### src/rtl/verr_pkg.sv
package verr_pkg;

    localparam int ERR_W      = 6;  // bits per reading
    localparam int SYNC_DEPTH = 2;  // synchroniser stages
    localparam int SOC_MIN    = 2;  // shortest qualifying strobe, cycles
    localparam int LEAD_CYC   = 2;  // gap from strobe fall to first bit (>= 2)
    localparam int SLOT_CYC   = 2;  // cycles per data bit (>= 2)

    typedef enum logic [1:0] {
        RX_IDLE = 2'd0,
        RX_LEAD = 2'd1,
        RX_DATA = 2'd2
    } rx_state_e;

endpackage

### src/rtl/verr_sync.sv
module verr_sync #(
    parameter int STAGES = verr_pkg::SYNC_DEPTH
) (
    input  logic clk,
    input  logic rst,
    input  logic d_i,
    output logic q_o
);
    logic [STAGES-1:0] chain;

    always_ff @(posedge clk) begin
        if (rst) chain[0] <= 1'b0;
        else     chain[0] <= d_i;
    end

    for (genvar g = 1; g < STAGES; g++) begin : g_stage
        always_ff @(posedge clk) begin
            if (rst) chain[g] <= 1'b0;
            else     chain[g] <= chain[g-1];
        end
    end

    assign q_o = chain[STAGES-1];
endmodule

### src/rtl/verr_soc_qual.sv
module verr_soc_qual #(
    parameter int MIN_HIGH = verr_pkg::SOC_MIN
) (
    input  logic clk,
    input  logic rst,
    input  logic soc_s_i,
    output logic start_o
);
    localparam int CW = $clog2(MIN_HIGH + 1);
    localparam logic [CW-1:0] CMAX = CW'(MIN_HIGH);

    logic [CW-1:0] hi_cnt;

    // counts consecutive high samples, saturating at the threshold
    always_ff @(posedge clk) begin
        if (rst)               hi_cnt <= '0;
        else if (!soc_s_i)     hi_cnt <= '0;
        else if (hi_cnt != CMAX) hi_cnt <= hi_cnt + 1'b1;
    end

    // a frame starts on the falling edge of a long-enough pulse
    assign start_o = !soc_s_i && (hi_cnt == CMAX);
endmodule

### src/rtl/verr_deser.sv
module verr_deser
    import verr_pkg::*;
#(
    parameter int W    = ERR_W,
    parameter int LEAD = LEAD_CYC,
    parameter int SLOT = SLOT_CYC
) (
    input  logic         clk,
    input  logic         rst,
    input  logic         start_i,
    input  logic         bit_i,
    output logic [W-1:0] word_o,
    output logic [W-1:0] signed_o,
    output logic         valid_o,
    output logic         abort_o
);
    localparam int TW = $clog2(LEAD + 1);
    localparam int PW = $clog2(SLOT + 1);
    localparam int BW = $clog2(W + 1);
    localparam logic [TW-1:0] LEAD_END = TW'(LEAD - 1);
    localparam logic [PW-1:0] SLOT_END = PW'(SLOT - 1);
    localparam logic [BW-1:0] BIT_END  = BW'(W - 1);

    rx_state_e     state;
    logic [TW-1:0] tmr;
    logic [PW-1:0] ph;
    logic [BW-1:0] bit_cnt;
    logic [W-1:0]  shreg;
    logic [W-1:0]  next_word;
    logic          take_bit;

    assign take_bit  = (state == RX_DATA) && (ph == SLOT_END);
    assign next_word = {shreg[W-2:0], bit_i};

    // a new start always wins; the frame in flight is then dropped
    assign abort_o = start_i && (state != RX_IDLE);

    always_ff @(posedge clk) begin
        if (rst) begin
            state   <= RX_IDLE;
            tmr     <= '0;
            ph      <= '0;
            bit_cnt <= '0;
            shreg   <= '0;
        end else if (start_i) begin
            state   <= RX_LEAD;
            tmr     <= TW'(1);
            ph      <= '0;
            bit_cnt <= '0;
        end else begin
            unique case (state)
                RX_LEAD: begin
                    if (tmr == LEAD_END) begin
                        state <= RX_DATA;
                        ph    <= '0;
                    end else begin
                        tmr <= tmr + 1'b1;
                    end
                end
                RX_DATA: begin
                    if (take_bit) begin
                        shreg <= next_word;
                        ph    <= '0;
                        if (bit_cnt == BIT_END) state <= RX_IDLE;
                        else                    bit_cnt <= bit_cnt + 1'b1;
                    end else begin
                        ph <= ph + 1'b1;
                    end
                end
                default: ;
            endcase
        end
    end

    // publish registers
    always_ff @(posedge clk) begin
        if (rst) begin
            word_o   <= '0;
            signed_o <= '0;
            valid_o  <= 1'b0;
        end else begin
            valid_o <= 1'b0;
            if (!start_i && take_bit && (bit_cnt == BIT_END)) begin
                word_o   <= next_word;
                signed_o <= {~next_word[W-1], next_word[W-2:0]};
                valid_o  <= 1'b1;
            end
        end
    end
endmodule

### src/rtl/verr_rx.sv
module verr_rx
    import verr_pkg::*;
#(
    parameter int W = ERR_W
) (
    input  logic         clk,
    input  logic         rst,
    input  logic         soc_i,
    input  logic         err_i,
    output logic [W-1:0] err_word_o,
    output logic [W-1:0] err_signed_o,
    output logic         err_valid_o,
    output logic         frame_err_o
);
    logic soc_s, err_s, start, abort;

    verr_sync #(.STAGES(SYNC_DEPTH)) u_sync_soc (
        .clk(clk), .rst(rst), .d_i(soc_i), .q_o(soc_s)
    );
    verr_sync #(.STAGES(SYNC_DEPTH)) u_sync_err (
        .clk(clk), .rst(rst), .d_i(err_i), .q_o(err_s)
    );

    verr_soc_qual #(.MIN_HIGH(SOC_MIN)) u_qual (
        .clk(clk), .rst(rst), .soc_s_i(soc_s), .start_o(start)
    );

    verr_deser #(.W(W), .LEAD(LEAD_CYC), .SLOT(SLOT_CYC)) u_deser (
        .clk      (clk),
        .rst      (rst),
        .start_i  (start),
        .bit_i    (err_s),
        .word_o   (err_word_o),
        .signed_o (err_signed_o),
        .valid_o  (err_valid_o),
        .abort_o  (abort)
    );

    always_ff @(posedge clk) begin
        if (rst)        frame_err_o <= 1'b0;
        else if (abort) frame_err_o <= 1'b1;
    end
endmodule

### config.mk
export PLATFORM = sky130hd
export DESIGN_NAME = verr_rx
export DESIGN_NICKNAME = d
export VERILOG_FILES = /design/src/rtl/verr_pkg.sv /design/src/rtl/verr_sync.sv /design/src/rtl/verr_soc_qual.sv /design/src/rtl/verr_deser.sv /design/src/rtl/verr_rx.sv
export SDC_FILE = /design/constraint.sdc
export NUM_CORES = 1
export LEC_CHECK = 0
export BUFFER_PORTS_ARGS = -buffer_cell sky130_fd_sc_hd__buf_4
export CAP_MARGIN = 20
export CORE_MARGIN = 1
export CORE_UTILIZATION = 33
export CTS_CLUSTER_DIAMETER = 40
export DETAILED_ROUTE_END_ITERATION = 12
export GPL_ROUTABILITY_DRIVEN = 0
export GPL_TIMING_DRIVEN = 0
export PLACE_DENSITY_LB_ADDON = 0.15
export SYNTH_ARGS = -nofsm -noshare
export SYNTH_HDL_FRONTEND = slang
export SYNTH_SLANG_ARGS = --single-unit
### constraint.sdc
create_clock -name clk -period 2.01 [get_ports clk]
set_input_delay 0 -clock clk [delete_from_list [all_inputs] [get_ports clk]]
set_output_delay 0 -clock clk [all_outputs]
set_load 0.01 [all_outputs]
==> results.sh <==
export IMPL_status="completed"
export IMPL_dieArea_sq_um=4198
export IMPL_avgRoutedWirePerCell_microns=10.92
export IMPL_dp_hpwl_microns=1633
export IMPL_die_h_microns=64.80
export IMPL_critPathMaxFanout=5
export IMPL_finalHoldViolCount=0
export IMPL_cts_inserted_buffers=5
export IMPL_synth_area_sq_um=1301
export IMPL_fin_worst_skew_ns=0.003529
export IMPL_drtPass1Iterations=4
export IMPL_r2r_end="u_deser.signed_o[5]"
export IMPL_finalSetupViolCount=0
export IMPL_tritoncts="yes"
export IMPL_drt_vias_per_instance=4.515
export IMPL_cp_cell_sequence="inv_1 > ha_1 > and2b_1 > nor3_4 > mux2_2"
export IMPL_hp_class="primary input to flop"
export IMPL_num_antenna_cells=0
export IMPL_port_buffer_count=17
export IMPL_worstSetupStartpointType="flop"
export IMPL_synthDistinctLibCells=36
export IMPL_cts_sinks=29
export IMPL_drtIter0Drc=13
export IMPL_vdd_ir_drop_worst_v=0.0004440
export IMPL_p_per_area_nw_per_um2=696.3
export IMPL_required_ns=2.17
export IMPL_slew_violations=0
export IMPL_synth_seq_area_share_pct=44.62
export IMPL_rows=22
export IMPL_final_nets=168
export IMPL_cts_buffer_depth=2
export IMPL_cp_buffers_inverters=1
export IMPL_core_sq_um=3716
export IMPL_ant_nets=0
export IMPL_rr_startpoint="u_qual.hi_cnt[0]"
export IMPL_fin_crit_sh_pct=79.56
export IMPL_io_pins=18
export IMPL_grt_max_degree=11
export IMPL_relSlewSlack_pct=70.30
export IMPL_hp_start="rst"
export IMPL_syn_avg_cell_area_sq_um=10.01
export IMPL_drive_gt1_share_pct=21.15
export IMPL_h_tree_depth=2
export IMPL_dpl_cell_area_sq_um=1489
export IMPL_synth_seq_cells=29
export IMPL_slowest_delay_ns=0.36
export IMPL_rrSetupSlack_ns=0.41
export IMPL_clk_latency_ns=0.27
export IMPL_grt_first_pass_wirelength_microns=3774
export IMPL_yosysWarnings=0
export IMPL_holdPathEnd="u_deser.shreg[2]"
export IMPL_synth_nets=142
export IMPL_grt_pass1_vias=894
export IMPL_antenna_found_initial=0
export IMPL_crit_family="simple AND/OR/NAND/NOR gates"
export IMPL_end_kind="flop"
export IMPL_grt_setup_unrepaired="no"
export IMPL_drc=0
export IMPL_track_usage_pct=12.39
export IMPL_fin_area_sq_um=1595
export IMPL_rr_worst_depth=5
export IMPL_fin_setup_tns_ns=0
export IMPL_die_w_microns=64.80
export IMPL_cts_setup_buffers=0
export IMPL_critPathSlowestCell="mux2_2"
export IMPL_power_leakage_nw=0.6602
export IMPL_syn_to_final_growth_pct=22.60
export IMPL_path_class="flop to flop"
export IMPL_period_minus_slack_ns=1.599
export IMPL_clockRootBuffer="clkbuf_8"
export IMPL_initial_core_util_pct=35.02
export IMPL_arrival_ns=1.76
export IMPL_cap_violations=0
export IMPL_routed_wl_microns=2228
export IMPL_grt_overflow=0
export IMPL_hold_depth=3
export IMPL_startpoint="u_qual.hi_cnt[0]"
export IMPL_synth_cells=130
export IMPL_clk_pin_slew_ns=0.06
export IMPL_vias=921
export IMPL_worst_slew_pin_slew_ns=0.4456
export IMPL_fmax_ghz=0.6254
routing by layer:
| layer | up-vias | GRT usage, % | routed length, microns |
|---|---|---|---|
| li1 | 484 | - | - |
| met1 | 416 | 13.90 | 1076 |
| met2 | 17 | 18.62 | 999 |
| met3 | 4 | 6.690 | 117 |
| met4 | 0 | 6.667 | 36 |
| met5 | - | 0 | 0 |
state kept, by name (all words and copies together), names as in the netlist:
name / count
u_sync_soc.q_o: 1
u_sync_soc.chain: 1
u_deser.ph: 2
u_sync_err.q_o: 1
frame_err_o: 1
u_deser.shreg: 5
u_sync_err.chain: 1
u_deser.state: 2
u_deser.bit_cnt: 3
u_deser.word_o: 6
u_qual.hi_cnt: 2
u_deser.tmr: 2
u_deser.signed_o: 1
u_deser.valid_o: 1
through the flow:
step	utilization, %	power [mW]	hold slack, ns	worst slack (ns)	cells
6_report	42.93	1.111	0.1041	0.4109	204
5_1_grt	42.93	1.168	0.1181	0.2697	204
4_1_cts	42.93	1.131	0.09940	0.3906	204
3_5_place_dp	40.07	0.6537	0.2248	0.4038	195
3_3_place_gp	40.07	0.6526	0.2146	0.4246	195
2_1_floorplan	-	0.6375	0.1282	0.5134	130
synthesized netlist by cell type:
cell type	count	share of area, %
ha_1	8	7.7
nor2_1	7	2.0
o31ai_1	1	0.58
and3b_1	1	0.67
clkbuf_1	2	0.58
a21boi_0	1	0.58
nor2b_1	6	2.9
o41ai_1	1	0.67
nor3b_1	1	0.58
nor3_4	1	1.3
inv_1	8	2.3
nand3_1	1	0.38
dfxtp_1	29	45
or3_1	2	0.96
a211oi_1	1	0.58
o22ai_1	1	0.48
nand2_1	1	0.29
nand3b_1	2	1.2
and2_1	1	0.48
xnor2_1	1	0.67
buf_4	5	2.9
a311oi_1	1	0.67
buf_6	1	0.87
or4_1	1	0.58
and2b_1	1	0.58
o21ai_0	2	0.77
nor3_1	1	0.38
nand2b_1	17	8.2
mux2i_1	11	8.5
and3_1	1	0.48
a2111oi_0	1	0.67
nor2b_4	1	1.1
xor2_1	1	0.67
buf_2	1	0.38
a21oi_1	8	3.1
mux2_2	1	0.87
where the power goes:
group / total [mW] / internal, mW / switching [mW]
clock network: 0.467 / 0.271 / 0.196
registers: 0.587 / 0.583 / 0.00436
logic: 0.0569 / 0.0279 / 0.0290
total: 1.11 / 0.881 / 0.230
cells in the final DEF, fill, tap and decap left out, types with 6 or more instances in the layout:
cell      instances
nand2b_1         17
inv_1             8
mux2i_1          11
nor2_1            7
buf_4            22
nor2b_1           6
a21oi_1           8
ha_1              8
clkbuf_8          6
dfxtp_1          29
how the worst max path moves through the flow:
stage | endpoint | slack (ns) | cells past startpoint
2_1_floorplan | u_deser.signed_o[5] | 0.51 | 5
3_3_place_gp | u_deser.state[0] | 0.42 | 5
3_5_place_dp | u_deser.signed_o[5] | 0.40 | 5
4_1_cts | u_deser.signed_o[5] | 0.39 | 5
5_1_grt | u_deser.state[0] | 0.27 | 5
6_report | u_deser.signed_o[5] | 0.41 | 5
what timing repair did:
item / CTS / global route
hold endpoints to repair: 2 / 0
hold buffers: 2 / 0
setup endpoints to repair: 0 / 0
resized for setup: 0 / 0
logic make-up after synthesis:
family                     count (synthesis)  synth area share, %
AOI/OAI and AO/OA                         17                8.078
xor gates and xnor gates                   2                1.346
adders and majority gates                  8                7.693
buffers and inverters                     17                7.019
DFF                                       29                44.62
muxes                                     12                9.327
and+or+nand+nor                           45                21.92
layout make-up:
| type | instances | area (sq um) |
|---|---|---|
| Inverter | 8 | 30.03 |
| Timing Repair Buffer | 19 | 147.6 |
| Tap cell | 48 | 60.06 |
| Clock buffer | 7 | 86.33 |
| Multi-Input combinational cell | 84 | 629.4 |
| Sequential cell | 29 | 580.6 |
| Buffer | 9 | 61.31 |
| Fill cell | 370 | 2121 |
tightest hold or removal path: cells and delay by family:
kind                   cells  cell delay, ns
and+or+nand+nor            1            0.14
buffers and inverters      1            0.11
muxes                      1            0.07
Power figures use the tool's default switching activity.
